### src/rtl/phy_regs_pkg.sv
`timescale 1ns/1ps
package phy_regs_pkg;

  localparam int DW   = 32;
  localparam int AW   = 12;
  localparam int IW   = AW - 2;
  localparam int NREG = 9;
  localparam int GW   = IW - 2;
  localparam int SRST_BIT = 31;

  typedef enum logic [1:0] {
    OP_BASE = 2'd0,
    OP_SET  = 2'd1,
    OP_CLR  = 2'd2,
    OP_TOG  = 2'd3
  } alias_op_e;

  // group index of each register; word index = {group, op}
  typedef enum logic [3:0] {
    RG_PWR  = 4'd0,
    RG_TX   = 4'd1,
    RG_RX   = 4'd2,
    RG_CTRL = 4'd3,
    RG_STAT = 4'd4,
    RG_DBG  = 4'd5,
    RG_DBG0 = 4'd6,
    RG_DBG1 = 4'd7,
    RG_VER  = 4'd8
  } reg_id_e;

  localparam logic [DW-1:0] PWR_DEF  = 32'h001E_1C00;
  localparam logic [DW-1:0] TX_DEF   = 32'h1006_0607;
  localparam logic [DW-1:0] RX_DEF   = 32'h0000_0000;
  localparam logic [DW-1:0] CTRL_DEF = 32'hC020_0000;
  localparam logic [DW-1:0] STAT_DEF = 32'h0000_0000;
  localparam logic [DW-1:0] DBG_DEF  = 32'h7F18_0000;
  localparam logic [DW-1:0] DBG0_DEF = 32'h0000_0000;
  localparam logic [DW-1:0] DBG1_DEF = 32'h0000_1000;
  localparam logic [DW-1:0] VER_DEF  = 32'h0402_0000;

  function automatic logic [DW-1:0] reg_default(int i);
    case (i)
      0: return PWR_DEF;
      1: return TX_DEF;
      2: return RX_DEF;
      3: return CTRL_DEF;
      4: return STAT_DEF;
      5: return DBG_DEF;
      6: return DBG0_DEF;
      7: return DBG1_DEF;
      default: return VER_DEF;
    endcase
  endfunction

  function automatic bit reg_has_alias(int i);
    return (i <= 3) || (i == 5) || (i == 7);
  endfunction

  function automatic bit reg_writable(int i);
    return (i != 6) && (i != 8) && (i < NREG);
  endfunction

  function automatic bit reg_soft_member(int i);
    return (i <= 3);
  endfunction

  function automatic logic [IW-1:0] word_idx(reg_id_e r, alias_op_e op);
    return {{(GW-4){1'b0}}, r, op};
  endfunction

endpackage

### src/rtl/phy_regs_decode.sv
`timescale 1ns/1ps
module phy_regs_decode
  import phy_regs_pkg::*;
#(
  parameter int IDX_W = IW
) (
  input  logic [IDX_W-1:0] idx_i,
  output logic [3:0]       reg_o,
  output alias_op_e        op_o,
  output logic             rd_hit_o,
  output logic             wr_hit_o
);

  localparam int GRP_W = IDX_W - 2;

  logic [GRP_W-1:0] grp;
  logic             in_range;
  logic             alias_ok;

  assign grp      = idx_i[IDX_W-1:2];
  assign op_o     = alias_op_e'(idx_i[1:0]);
  assign in_range = (grp < GRP_W'(NREG));
  assign reg_o    = in_range ? grp[3:0] : 4'd0;

  always_comb begin
    alias_ok = 1'b0;
    for (int i = 0; i < NREG; i++) begin
      if (grp[3:0] == 4'(i))
        alias_ok = reg_has_alias(i) || (op_o == OP_BASE);
    end
  end

  always_comb begin
    wr_hit_o = 1'b0;
    for (int i = 0; i < NREG; i++) begin
      if (grp[3:0] == 4'(i))
        wr_hit_o = reg_writable(i);
    end
    wr_hit_o = wr_hit_o && in_range && alias_ok;
  end

  assign rd_hit_o = in_range && alias_ok;

endmodule

### src/rtl/phy_regs_cell.sv
`timescale 1ns/1ps
module phy_regs_cell
  import phy_regs_pkg::*;
#(
  parameter int            W           = DW,
  parameter logic [W-1:0]  RST_VAL     = '0,
  parameter bit            SOFT_MEMBER = 1'b0,
  parameter bit            HAS_ALIAS   = 1'b0
) (
  input  logic         clk_i,
  input  logic         rst_ni,
  input  logic         wr_i,
  input  alias_op_e    op_i,
  input  logic [W-1:0] wdata_i,
  input  logic         srst_i,
  output logic [W-1:0] nxt_o,
  output logic [W-1:0] q_o
);

  logic [W-1:0] q;
  logic         soft_hit;

  generate
    if (HAS_ALIAS) begin : g_alias
      always_comb begin
        unique case (op_i)
          OP_BASE: nxt_o = wdata_i;
          OP_SET:  nxt_o = q | wdata_i;
          OP_CLR:  nxt_o = q & ~wdata_i;
          OP_TOG:  nxt_o = q ^ wdata_i;
        endcase
      end
    end else begin : g_plain
      logic unused_op;
      assign unused_op = ^op_i;
      assign nxt_o     = wdata_i;
    end

    if (SOFT_MEMBER) begin : g_soft
      assign soft_hit = srst_i;
    end else begin : g_nosoft
      logic unused_srst;
      assign unused_srst = srst_i;
      assign soft_hit    = 1'b0;
    end
  endgenerate

  // soft-reset defaults win over the write of the same cycle
  always_ff @(posedge clk_i or negedge rst_ni) begin
    if (!rst_ni)       q <= RST_VAL;
    else if (soft_hit) q <= RST_VAL;
    else if (wr_i)     q <= nxt_o;
  end

  assign q_o = q;

endmodule

### src/rtl/phy_regs_rdmux.sv
`timescale 1ns/1ps
module phy_regs_rdmux
  import phy_regs_pkg::*;
#(
  parameter int W = DW,
  parameter int N = NREG
) (
  input  logic [W-1:0] regs_i [N],
  input  logic [3:0]   sel_i,
  input  logic         hit_i,
  output logic [W-1:0] data_o
);

  always_comb begin
    data_o = '0;
    for (int i = 0; i < N; i++) begin
      if (hit_i && sel_i == 4'(i)) data_o = regs_i[i];
    end
  end

endmodule

### src/rtl/phy_regs_bank.sv
`timescale 1ns/1ps
module phy_regs_bank
  import phy_regs_pkg::*;
#(
  parameter int ADDR_W = AW,
  parameter int DATA_W = DW
) (
  input  logic              clk_i,
  input  logic              rst_ni,
  input  logic [ADDR_W-1:0] addr_i,
  input  logic              we_i,
  input  logic [DATA_W-1:0] wdata_i,
  input  logic              re_i,
  output logic [DATA_W-1:0] rdata_o
);

  localparam int IDX_W = ADDR_W - 2;

  logic [IDX_W-1:0]  idx;
  logic [3:0]        sel;
  alias_op_e         op;
  logic              rd_hit;
  logic              wr_hit;
  logic [DATA_W-1:0] reg_q  [NREG];
  logic [DATA_W-1:0] nxt_w  [NREG];
  logic [NREG-1:0]   reg_wr;
  logic              srst;
  logic [DATA_W-1:0] rd_val;
  logic [DATA_W-1:0] rdata_q;
  logic              unused_addr;
  logic              unused_nxt;

  assign idx         = addr_i[ADDR_W-1:2];
  assign unused_addr = ^addr_i[1:0];

  phy_regs_decode #(.IDX_W(IDX_W)) u_dec (
    .idx_i    (idx),
    .reg_o    (sel),
    .op_o     (op),
    .rd_hit_o (rd_hit),
    .wr_hit_o (wr_hit)
  );

  for (genvar g = 0; g < NREG; g++) begin : g_reg
    assign reg_wr[g] = we_i && wr_hit && (sel == 4'(g));

    phy_regs_cell #(
      .W           (DATA_W),
      .RST_VAL     (DATA_W'(reg_default(g))),
      .SOFT_MEMBER (reg_soft_member(g)),
      .HAS_ALIAS   (reg_has_alias(g))
    ) u_cell (
      .clk_i   (clk_i),
      .rst_ni  (rst_ni),
      .wr_i    (reg_wr[g]),
      .op_i    (op),
      .wdata_i (wdata_i),
      .srst_i  (srst),
      .nxt_o   (nxt_w[g]),
      .q_o     (reg_q[g])
    );
  end

  always_comb begin
    unused_nxt = 1'b0;
    for (int i = 0; i < NREG; i++) unused_nxt = unused_nxt ^ (^nxt_w[i]);
  end

  // data bit high and bit high after the op: covers direct/set, gates toggle,
  // and can never hold for clear
  assign srst = reg_wr[RG_CTRL] && wdata_i[SRST_BIT] && nxt_w[RG_CTRL][SRST_BIT];

  phy_regs_rdmux #(.W(DATA_W), .N(NREG)) u_rdmux (
    .regs_i (reg_q),
    .sel_i  (sel),
    .hit_i  (rd_hit),
    .data_o (rd_val)
  );

  always_ff @(posedge clk_i or negedge rst_ni) begin
    if (!rst_ni)   rdata_q <= '0;
    else if (re_i) rdata_q <= rd_val;
  end

  assign rdata_o = rdata_q;

endmodule

### config.mk
export PLATFORM = sky130hd
export DESIGN_NAME = phy_regs_bank
export DESIGN_NICKNAME = d
export VERILOG_FILES = /design/src/rtl/phy_regs_pkg.sv /design/src/rtl/phy_regs_decode.sv /design/src/rtl/phy_regs_cell.sv /design/src/rtl/phy_regs_rdmux.sv /design/src/rtl/phy_regs_bank.sv
export SDC_FILE = /design/constraint.sdc
export NUM_CORES = 1
export LEC_CHECK = 0
export BUFFER_PORTS_ARGS = -buffer_cell sky130_fd_sc_hd__buf_4
export CAP_MARGIN = 15
export CELL_PAD_IN_SITES_DETAIL_PLACEMENT = 1
export CELL_PAD_IN_SITES_GLOBAL_PLACEMENT = 1
export CORE_UTILIZATION = 54
export CTS_CLUSTER_DIAMETER = 150
export DETAILED_ROUTE_END_ITERATION = 8
export GPL_TIMING_DRIVEN = 0
export PLACE_DENSITY = 0.87
export SLEW_MARGIN = 10
export SYNTH_ARGS = -nofsm -noshare
export SYNTH_HDL_FRONTEND = slang
export SYNTH_SLANG_ARGS = --single-unit
### constraint.sdc
create_clock -name clk_i -period 3.3 [get_ports clk_i]
set_input_delay 0.165 -clock clk_i [delete_from_list [all_inputs] [get_ports clk_i]]
set_output_delay 0.165 -clock clk_i [all_outputs]
set_load 0.01 [all_outputs]
==> flow_metrics.env, run 1 <==
export IMPL_syn_to_final_growth_pct=12.5
export IMPL_cpLargestDelayFamily="buffers and inverters"
export IMPL_grt_max_degree=104
export IMPL_path_cells="clkbuf_1, buf_2, clkbuf_1, clkbuf_1, buf_1, a211oi_1, a21oi_1, a21oi_1"
export IMPL_cp_slowest_cell="buf_1"
export IMPL_yosysSeqAreaShare=0.327
export IMPL_initial_core_util=0.552
export IMPL_total_power_mw=10.8
export IMPL_cp_common_cell="clkbuf_1"
export IMPL_numCtsBuffers=40
export IMPL_syn_num_nets=2997
export IMPL_finClkSkew_ns=0.0204
export IMPL_max_slew_margin=0.170
export IMPL_post_route_util=0.621
export IMPL_power_switching_share=0.312
export IMPL_endpoint_kind="flip-flop"
export IMPL_stdcell_count=3344
export IMPL_placedCellCount=3235
export IMPL_cp_arrival_ns=3.71
export IMPL_portBuffers=75
export IMPL_dpl_hpwl_mm=75.2
export IMPL_fin_crit_sh=0.980
export IMPL_ys_warnings_count=0
export IMPL_p_comb_frac=0.178
export IMPL_setup_viol=0
export IMPL_synth_edff_count=0
export IMPL_first_pass_iters=6
export IMPL_min_period_ns=3.23
export IMPL_io_pin_count=80
export IMPL_drt_iter0_drc=2347
export IMPL_antenna_found_initial=1
export IMPL_coreArea_um2=44600
export IMPL_drive_gt1_frac=0.185
export IMPL_syn_area_per_cell_um2=9.59
export IMPL_die_h_um=215
export IMPL_hold_ws_ns=0.0389
export IMPL_totalWireLength_mm=107
export IMPL_pwr_share_clk=0.437
export IMPL_grt_pass1_wl_mm=160
export IMPL_vias=23000
export IMPL_ctsRootBufferMaster="clkbuf_16"
export IMPL_wl_per_cell_um=32.0
export IMPL_die_w_um=215
export IMPL_grt_usage=0.463
export IMPL_synth_area_top_cells="dfrtp_1 29%, ha_1 20%, mux2_2 12%"
export IMPL_num_rows=77
export IMPL_rsz0062_at_grt="no"
export IMPL_power_density_nw_per_um2=389
export IMPL_cts_clk_slew_worst_paths_ns=0.07
export IMPL_synthCells=2565
export IMPL_synth_area_um2=24600
export IMPL_crit_buf_inv=5
export IMPL_ant_nets=0
export IMPL_p_seq_frac=0.385
export IMPL_hold_viol_final=0
export IMPL_ys_flop_type="dfrtp_1"
export IMPL_synth_async_reset_ratio=1.00
export IMPL_grt_overflow=0
export IMPL_required_ns=3.77
export IMPL_switchingPower_mw=3.36
export IMPL_ys_ff_latch=320
export IMPL_drc=0
export IMPL_worst_pin_slew_ns=1.24
export IMPL_yosysTopAreaCell="dfrtp_1"
export IMPL_crit_path_max_fanout=10
export IMPL_hold_class="in -> async"
export IMPL_postCtsSetupRepairBufs=0
export IMPL_synth_top_area_frac=0.295
export IMPL_fmax_mhz=309
export IMPL_final_nets=3151
export IMPL_setup_worst_path_start_class="input pin"
export IMPL_htreeDepth=2
export IMPL_cts_tree="done"
export IMPL_clock_sinks=320
export IMPL_maxCapViolCount=0
export IMPL_grt_pass1_vias=25200
export IMPL_clk_latency_ns=0.59
export IMPL_clk_path_buf_depth=3
export IMPL_max_stage_delay_ns=0.94
export IMPL_p_int_mw=7.42
export IMPL_finalMaxSlewViolations=0
export IMPL_worstSetupPathType="in -> reg"
export IMPL_place_congestion=0.996
export IMPL_dieArea_um2=46400
export IMPL_ys_types=53
export IMPL_ir_worst_vdd_mv=0.459
export IMPL_status="completed"
export IMPL_leakagePower_nw=12.7
export IMPL_routed_via_density=6.89
==> sequential cells by signal, summed over array words and instances (netlist names) <==
register and cells:
rdata_o 32, g.u_cell.q_o 288
==> cell usage in the layout, fill, tap and decap left out, types with 6 or more instances in the layout <==
cell type      count
a2111oi_0         16
dfrtp_1          290
buf_1             19
o21ai_0           79
a221o_1           12
mux2_1            15
a211oi_2          12
a211oi_1         261
a22o_1             6
a21o_1            13
nand2b_1          30
o21ai_1           10
o22ai_1           72
buf_4             83
buf_2             31
nand2_1          124
mux4_2             6
o221ai_1           6
o32ai_1           12
a21oi_1          244
or3b_2            13
ha_1             384
nor2_1           105
clkinv_2           8
clkbuf_1         211
a221oi_1          33
clkbuf_16         41
mux2_2           252
dlygate4sd3_1     33
o211ai_1           8
mux2i_1           15
inv_1            224
dfstp_2           30
clkbuf_8           8
==> cell usage after synthesis (8+ instances only) <==
cell / number
a21oi_1: 244
nand2b_1: 30
inv_1: 224
a221oi_1: 33
nand2_1: 124
buf_4: 9
mux2_2: 252
a2111oi_0: 16
o32ai_1: 12
o21ai_0: 79
a21o_1: 13
clkbuf_1: 202
a211oi_1: 261
buf_1: 20
a211oi_2: 12
dfstp_2: 30
a221o_1: 12
o211ai_1: 8
dfrtp_1: 290
o21ai_1: 10
o22ai_1: 72
buf_2: 31
or3b_2: 13
mux2_1: 15
nor2_1: 105
ha_1: 384
mux2i_1: 15
==> power groups by stage <==
| stage | registers [mW] | clock network (mW) | logic [mW] |
|---|---|---|---|
| finish | 4.15 | 4.71 | 1.91 |
| global route | 4.15 | 4.80 | 2.03 |
| CTS | 4.14 | 4.64 | 1.84 |
| detailed placement | 4.21 | 0 | 1.76 |
| global placement | 4.20 | 0 | 1.63 |
| floorplan | 4.19 | 0 | 1.01 |
==> per-layer routing <==
metal	global-route usage	wire, um	vias to the layer above
li1	-	-	9488
met1	0.547	39600	11700
met2	0.715	47800	1352
met3	0.0930	8940	506
met4	0.418	10800	0
met5	0	0	-
==> what timing repair did <==
| action | in CTS | in global routing |
|---|---|---|
| endpoints found under the setup margin | 0 | 22 |
| gates resized for setup | 0 | 5 |
| hold endpoints to repair | 233 | 0 |
| hold buffers | 33 | 0 |
==> area by class of cell <==
class | instances | area [um^2]
Tap cell | 592 | 741
Clock inverter | 14 | 155
Timing Repair Buffer | 112 | 998
Antenna cell | 1 | 2.50
Inverter | 225 | 845
Fill cell | 4946 | 16900
Clock buffer | 60 | 1180
Multi-Input combinational cell | 1758 | 14700
Buffer | 262 | 1060
Sequential cell | 320 | 8050
==> worst register-to-register path: stages (launching register included) <==
cell	delay [ns]
dfstp_2	0.55
inv_1	0.05
ha_1	0.27
mux2i_1	0.09
nand2_1	0.13
nand2b_1	0.17
nor2_1	0.25
clkbuf_1	0.89
o22ai_1	0.26
==> final timing paths <==
path	startpoint	to	cells after the start	slack [ns]
setup / recovery	addr_i[2]	g_reg[7].u_cell.q_o[18]	8	0.07
hold / removal	rst_ni	g_reg[3].u_cell.q_o[6]	2	0.04
setup reg to reg	g_reg[3].u_cell.q_o[31]	g_reg[1].u_cell.q_o[12]	8	0.47
hold reg to reg	g_reg[8].u_cell.q_o[26]	g_reg[8].u_cell.q_o[26]	1	0.44
max in group asynchronous	rst_ni	rdata_o[28]	4	1.92
min in group clk_i	we_i	g_reg[2].u_cell.q_o[0]	4	0.14
==> logic make-up (layout without fill, tap and decap cells) <==
family,count (synthesis),count (layout),share of synthesized area
other cells,0,1,0
mux,288,288,0.134
flops,320,320,0.327
compound gates,786,786,0.210
buf+inv,487,673,0.0773
fa+ha+maj,384,384,0.195
simple gates,300,300,0.0570
==> stage by stage <==
step | setup slack [ns] | TNS [ns] | instance area, um^2
floorplan | 1.19 | 0 | 24600
global placement | -1.25 | -366.14 | 25900
detailed placement | -0.574 | -22.82 | 26000
CTS | 0.00573 | 0 | 27700
global route | 0.0274 | 0 | 27700
finish | 0.0653 | 0 | 27700
Power figures use the tool's default switching activity.
==> inputs of run 2 (changes only) <==
--- a/config.mk
+++ b/config.mk
@@ -9,11 +9,11 @@
 export CAP_MARGIN = 15
 export CELL_PAD_IN_SITES_DETAIL_PLACEMENT = 1
 export CELL_PAD_IN_SITES_GLOBAL_PLACEMENT = 1
-export CORE_UTILIZATION = 54
+export CORE_UTILIZATION = 25
 export CTS_CLUSTER_DIAMETER = 150
 export DETAILED_ROUTE_END_ITERATION = 8
 export GPL_TIMING_DRIVEN = 0
-export PLACE_DENSITY = 0.87
+export PLACE_DENSITY = 0.46
 export SLEW_MARGIN = 10
 export SYNTH_ARGS = -nofsm -noshare
 export SYNTH_HDL_FRONTEND = slang
==> constraint.sdc (replaced) <==
create_clock -name clk_i -period 3.3 [get_ports clk_i]
set_input_delay 0.165 -clock clk_i [delete_from_list [all_inputs] [get_ports clk_i]]
set_output_delay 0.165 -clock clk_i [all_outputs]
set_load 0.02 [all_outputs]
==> run 2 against run 1 <==
  * Final cell count grew 21%
  * Hold slack better by 0.055 ns
  * First-iteration DRC count down 40%
  * Total power rose by 4.6%
  * Worst setup slack lost 0.0026 ns
  * Sequential power hardly changed
  * Global-route usage is 23 points lower
  * Non-clock buffer count is 1 higher
  * Largest cell class unchanged
  * Critical path type unchanged
  * Flip-flop and latch count is the same
  * Via count shrank 6.6%
  * Core utilization decreased by 32 points
  * Critical path depth unchanged
==> flow_metrics.env, run 2 (same netlist as run 1, synthesis figures left out) <==
export IMPL_numCtsBuffers=45
export IMPL_num_rows=114
export IMPL_die_w_um=316
export IMPL_status="completed"
export IMPL_post_route_util=0.296
export IMPL_drc=0
export IMPL_dieArea_um2=99700
export IMPL_coreArea_um2=97100
export IMPL_final_nets=3157
export IMPL_grt_pass1_wl_mm=165
export IMPL_power_switching_share=0.309
export IMPL_largest_register_ffs=288
export IMPL_worstSetupPathType="in -> reg"
export IMPL_switchingPower_mw=3.48
export IMPL_antenna_found_initial=4
export IMPL_initial_core_util=0.253
export IMPL_p_comb_frac=0.169
export IMPL_wl_per_cell_um=28.2
export IMPL_worst_slack_ns=0.0627
export IMPL_leakagePower_nw=12.9
export IMPL_htreeDepth=2
export IMPL_totalWireLength_mm=114
export IMPL_io_pin_count=80
export IMPL_rsz0062_at_grt="no"
export IMPL_grt_pass1_vias=23000
export IMPL_cts_clk_slew_worst_paths_ns=0.06
export IMPL_power_density_nw_per_um2=392
export IMPL_min_period_ns=3.24
export IMPL_max_slew_margin=0.121
export IMPL_endpoint_kind="flip-flop"
export IMPL_drt_iter0_drc=1417
export IMPL_hold_class="in -> reg"
export IMPL_fmax_mhz=309
export IMPL_worst_pin_slew_ns=1.31
export IMPL_die_h_um=316
export IMPL_finClkSkew_ns=0.0310
export IMPL_grt_overflow=0
export IMPL_p_int_mw=7.79
export IMPL_vias=21500
export IMPL_fin_crit_sh=0.981
export IMPL_dpl_hpwl_mm=87.8
export IMPL_crit_path_max_fanout=10
export IMPL_pwr_share_clk=0.463
export IMPL_portBuffers=75
export IMPL_path_cells="clkbuf_1, buf_2, clkbuf_2, clkbuf_2, clkdlybuf4s15_1, a211oi_1, a21oi_1, a21oi_1"
export IMPL_cp_arrival_ns=3.72
export IMPL_cts_tree="done"
export IMPL_ctsRootBufferMaster="clkbuf_16"
export IMPL_placedCellCount=3921
export IMPL_ant_nets=0
export IMPL_place_congestion=0.880
export IMPL_routed_via_density=5.33
export IMPL_hold_viol_final=0
export IMPL_required_ns=3.78
export IMPL_stdcell_count=4039
export IMPL_first_pass_iters=6
export IMPL_finalMaxSlewViolations=0
export IMPL_clk_latency_ns=0.62
export IMPL_setup_viol=0
export IMPL_setup_worst_path_start_class="input pin"
export IMPL_maxCapViolCount=0
export IMPL_syn_to_final_growth_pct=17.0
export IMPL_most_common_layout_cells="384 x ha_1, 290 x dfrtp_1, 261 x a211oi_1, 252 x mux2_2, 244 x a21oi_1"
export IMPL_cp_slowest_cell="clkdlybuf4s15_1"
export IMPL_grt_max_degree=94
export IMPL_clock_sinks=320
export IMPL_ir_worst_vdd_mv=0.362
export IMPL_max_stage_delay_ns=0.89
export IMPL_layout_commonest_cell="ha_1"
export IMPL_r2r_slack_ns=0.42
export IMPL_clk_path_buf_depth=3
export IMPL_grt_usage=0.229
export IMPL_p_seq_frac=0.368
export IMPL_drive_gt1_frac=0.190
export IMPL_pre_cts_slack_ns=-1.32
## run 2: cell types whose count changed in the layout (fill, tap and decap cells not counted), moves of 2 or more
| cell | change |
|---|---|
| clkbuf_1 | -5 |
| clkbuf_16 | +5 |
| clkbuf_2 | +2 |
| clkbuf_8 | +8 |
| inv_6 | -2 |
## run 2: final cells by class
| cell class | instances | area (um^2) |
|---|---|---|
| Antenna cell | 1 | 2.50 |
| Buffer | 262 | 1070 |
| Clock buffer | 71 | 1410 |
| Clock inverter | 13 | 141 |
| Fill cell | 11100 | 68400 |
| Inverter | 225 | 845 |
| Multi-Input combinational cell | 1758 | 14700 |
| Sequential cell | 320 | 8050 |
| Tap cell | 1276 | 1600 |
| Timing Repair Buffer | 113 | 1000 |
## run 2: metrics by stage
stage / cell area [um^2] / power [mW] / TNS (ns) / hold slack [ns]
final: 28800 / 11.3 / 0 / 0.0940
after detailed placement: 26900 / 6.08 / -72.19 / 0.242
after global placement: 26800 / 5.98 / -610.36 / 0.421
after floorplan: 24600 / 5.22 / 0 / -0.131
after CTS: 28800 / 11.4 / 0 / 0.0771
after global routing: 28800 / 11.7 / 0 / 0.119
## run 2: routing by layer
layer,wire [um],track usage,part of all wire,vias to the layer above
li1,-,-,-,9519
met1,52400,0.313,0.46,11300
met2,52800,0.373,0.46,554
met3,4450,0.0235,0.039,165
met4,4170,0.0778,0.037,4
met5,27,0,0.00024,-
## run 2: final timing paths
kind | startpoint | end | cells past startpoint
max | addr_i[2] | g_reg[7].u_cell.q_o[31] | 8
min | we_i | g_reg[2].u_cell.q_o[0] | 4
max reg2reg | g_reg[3].u_cell.q_o[31] | g_reg[2].u_cell.q_o[24] | 8
min reg2reg | g_reg[8].u_cell.q_o[26] | g_reg[8].u_cell.q_o[26] | 1
max in group asynchronous | rst_ni | g_reg[8].u_cell.q_o[25] | 4
min in group asynchronous | rst_ni | g_reg[2].u_cell.q_o[6] | 2
## run 2: critical path, delay by kind of cell
family	cells	cell delay (ns)
AOI/OAI and AO/OA	3	0.79
buffers and inverters	5	2.74
## run 2: repair_timing
| item | CTS | global route |
|---|---|---|
| pin swaps | 0 | 0 |
| setup endpoints to repair | 45 | 10 |
| endpoints found under the hold margin | 113 | 0 |
| resized for setup | 4 | 3 |
| setup buffers | 0 | 0 |
| hold buffers | 33 | 0 |
## run 2: power by group through the flow
stage                     combinational (mW)  sequential [mW]  clock [mW]
after floorplan                         1.01             4.21           0
after global placement                  1.77             4.21           0
after detailed placement                1.87             4.21           0
after CTS                               1.91             4.15        5.36
after global routing                    2.09             4.16        5.48
final                                   1.91             4.15        5.21
==> inputs of run 3 (changes only) <==
--- a/config.mk
+++ b/config.mk
@@ -5,6 +5,7 @@
 export SDC_FILE = /design/constraint.sdc
 export NUM_CORES = 1
 export LEC_CHECK = 0
+export ABC_AREA = 1
 export BUFFER_PORTS_ARGS = -buffer_cell sky130_fd_sc_hd__buf_4
 export CAP_MARGIN = 15
 export CELL_PAD_IN_SITES_DETAIL_PLACEMENT = 1
@@ -13,7 +14,7 @@
 export CTS_CLUSTER_DIAMETER = 150
 export DETAILED_ROUTE_END_ITERATION = 8
 export GPL_TIMING_DRIVEN = 0
-export PLACE_DENSITY = 0.46
+export PLACE_DENSITY = 0.48
 export SLEW_MARGIN = 10
 export SYNTH_ARGS = -nofsm -noshare
 export SYNTH_HDL_FRONTEND = slang
==> run 3 against run 2 <==
  * Clock skew is 0.017 ns lower
  * Hold slack worse by 0.0092 ns
  * Area after synthesis is 6.7% lower
  * First-iteration DRC count is 23% lower
  * Sequential power is 2% lower
  * Core utilization is 0.15 points lower
  * Non-clock buffer count is 76 lower
  * Via count is 0.18% higher
  * Largest power group unchanged
  * Count of clock-buffer cells in the layout stayed put
  * Clock power is 3% lower
  * Global-route usage is 0.52 points higher
  * Total power is 6.8% lower
==> flow_metrics.env, run 3 <==
export IMPL_syn_num_nets=3303
export IMPL_maxCapViolCount=0
export IMPL_total_power_mw=10.5
export IMPL_ys_warnings_count=0
export IMPL_yosysTopAreaCell="dfrtp_1"
export IMPL_rsz0062_at_grt="no"
export IMPL_grt_usage=0.234
export IMPL_grt_max_degree=93
export IMPL_leakagePower_nw=12.9
export IMPL_fin_crit_sh=0.846
export IMPL_wl_per_cell_um=25.9
export IMPL_power_density_nw_per_um2=394
export IMPL_yosysSeqAreaShare=0.351
export IMPL_p_comb_frac=0.130
export IMPL_htreeDepth=2
export IMPL_clk_path_buf_depth=3
export IMPL_clock_sinks=320
export IMPL_synth_edff_count=0
export IMPL_yosysMostFrequentCell="nand2_1"
export IMPL_num_rows=110
export IMPL_p_seq_frac=0.387
export IMPL_setup_worst_path_start_class="input pin"
export IMPL_grt_pass1_wl_mm=160
export IMPL_required_ns=3.78
export IMPL_clk_latency_ns=0.60
export IMPL_synth_area_um2=22900
export IMPL_fillCellCount=10700
export IMPL_final_nets=3435
export IMPL_hold_class="in -> async"
export IMPL_vias=21600
export IMPL_fmax_mhz=358
export IMPL_placedCellCount=4127
export IMPL_synthCells=2871
export IMPL_antenna_found_initial=1
export IMPL_syn_to_final_growth_pct=16.1
export IMPL_path_cells="clkbuf_1, inv_2, nand2_2, a21oi_2, nand2_1, buf_2, nor2_1, a21oi_1, nand3_1, nor2_1, nand4_1, nand2_1, nand2_1"
export IMPL_cp_slowest_cell="clkbuf_1"
export IMPL_ff_latch_area_um2=8050
export IMPL_setup_viol=0
export IMPL_max_stage_delay_ns=0.44
export IMPL_ctsRootBufferMaster="clkbuf_16"
export IMPL_yosys_top_cells_count="565 x nand2_1, 384 x ha_1, 338 x nor2_1, 328 x inv_1, 290 x dfrtp_1"
export IMPL_ys_ff_latch=320
export IMPL_dpl_hpwl_mm=81.1
export IMPL_ir_worst_vdd_mv=0.317
export IMPL_crit_path_max_fanout=10
export IMPL_synth_async_reset_ratio=1.00
export IMPL_drt_iter0_drc=1096
export IMPL_place_congestion=0.871
export IMPL_drc=0
export IMPL_dieArea_um2=93000
export IMPL_portBuffers=75
export IMPL_grt_util_met2=0.393
export IMPL_layout_commonest_cell="nand2_1"
export IMPL_max_slew_margin=0.159
export IMPL_totalWireLength_mm=109
export IMPL_grtUsageMet1=0.306
export IMPL_cp_arrival_ns=3.27
export IMPL_pwr_share_clk=0.483
export IMPL_grt_overflow=0
export IMPL_cp_common_cell="nand2_1"
export IMPL_multi_input_area_um2=12700
export IMPL_die_w_um=305
export IMPL_cts_resized=0
export IMPL_tns_ns=0
export IMPL_min_period_ns=2.79
export IMPL_most_common_layout_cells="565 x nand2_1, 384 x ha_1, 338 x nor2_1, 328 x inv_1, 290 x dfrtp_1"
export IMPL_status="completed"
export IMPL_worstSetupPathType="in -> reg"
export IMPL_finClkSkew_ns=0.0138
export IMPL_endpoint_kind="flip-flop"
export IMPL_grtUsageMet3=0.0222
export IMPL_first_pass_iters=5
export IMPL_syn_area_per_cell_um2=7.99
export IMPL_cts_tree="done"
export IMPL_synth_top_area_frac=0.316
export IMPL_power_switching_share=0.299
export IMPL_stdcell_count=4216
export IMPL_hold_viol_final=0
export IMPL_initial_core_util=0.254
export IMPL_cts_clk_slew_worst_paths_ns=0.05
export IMPL_p_int_mw=7.37
export IMPL_post_route_util=0.295
export IMPL_ctsHoldBuffers=4
export IMPL_ys_types=42
export IMPL_switchingPower_mw=3.14
export IMPL_io_pin_count=80
export IMPL_synth_area_top_cells="dfrtp_1 32%, ha_1 21%, nand2_1 9.2%"
export IMPL_antenna_cells=0
export IMPL_die_h_um=305
export IMPL_numCtsBuffers=45
export IMPL_finalMaxSlewViolations=0
export IMPL_postCtsSetupRepairBufs=0
export IMPL_busiest_layer="met2"
export IMPL_hold_ws_ns=0.0848
export IMPL_drive_gt1_frac=0.0852
export IMPL_routed_via_density=5.11
export IMPL_ant_nets=0
export IMPL_worst_pin_slew_ns=1.26
export IMPL_coreArea_um2=90400
export IMPL_grt_pass1_vias=23200
export IMPL_ys_flop_type="dfrtp_1"
export IMPL_largest_register_ffs=288
run 3: cell types whose count changed in the layout (fill, tap and decap cells not counted), moves of 79 or more:
cell / change
a211oi_1: -245
a21oi_1: -207
inv_1: +104
mux2_2: -252
nand2_1: +441
nand3_1: +116
nor2_1: +234
o211ai_1: +79
o21ai_0: +80
run 3: area by class of cell:
| type | count | share of cell area |
|---|---|---|
| Sequential cell | 320 | 0.302 |
| Timing Repair Buffer | 85 | 0.0280 |
| Tap cell | 1176 | 0.0552 |
| Inverter | 339 | 0.0478 |
| Clock buffer | 71 | 0.0504 |
| Multi-Input combinational cell | 1998 | 0.478 |
| Clock inverter | 13 | 0.00531 |
| Buffer | 214 | 0.0330 |
run 3: kinds of logic (layout without fill, tap and decap cells):
group                      after synthesis  in the layout  share of synthesized area
DFF                                    320            320                      0.351
adders and majority gates              384            384                      0.209
AOI/OAI and AO/OA                      516            516                      0.150
and+or+nand+nor                       1093           1093                      0.194
muxes                                    5              5                    0.00218
buffers and inverters                  553            722                     0.0938
run 3: routing by layer:
layer	routed length, um	up-vias
met5	0	-
met4	4680	0
met3	3650	188
met2	51400	459
met1	49400	11100
li1	-	9770
run 3: power groups by stage:
| stage | Combinational (mW) | Clock, mW | Sequential [mW] |
|---|---|---|---|
| after floorplan | 0.707 | 0 | 4.14 |
| after global placement | 1.27 | 0 | 4.13 |
| after detailed placement | 1.36 | 0 | 4.14 |
| after CTS | 1.38 | 5.21 | 4.07 |
| after global routing | 1.51 | 5.33 | 4.08 |
| final | 1.36 | 5.07 | 4.07 |
run 3: worst max-delay path, delay by kind of cell:
family | cells | cell delay (ns)
buffers and inverters | 3 | 1.07
and+or+nand+nor | 8 | 1.59
AOI/OAI and AO/OA | 2 | 0.41
run 3: through the flow:
| stage | cell area (um^2) | worst slack (ns) |
|---|---|---|
| 3_5_place_dp | 25100 | -0.0172 |
| 3_3_place_gp | 25000 | -1.86 |
| 4_1_cts | 26600 | 0.608 |
| 5_1_grt | 26600 | 0.397 |
| 6_report | 26600 | 0.507 |
| 2_1_floorplan | 22900 | 1.54 |
run 3: path summary, 6_finish.rpt:
check	start	end	slack [ns]	cells past startpoint
worst max-delay path	addr_i[3]	rdata_o[0]	0.51	13
worst min-delay path	rst_ni	g_reg[2].u_cell.q_o[7]	0.08	2
worst max register to register	g_reg[3].u_cell.q_o[31]	g_reg[1].u_cell.q_o[22]	0.74	9
worst min register to register	g_reg[8].u_cell.q_o[26]	g_reg[8].u_cell.q_o[26]	0.45	1
max in group asynchronous	rst_ni	g_reg[5].u_cell.q_o[27]	2.25	3
min in group clk_i	wdata_i[31]	g_reg[3].u_cell.q_o[30]	0.09	5
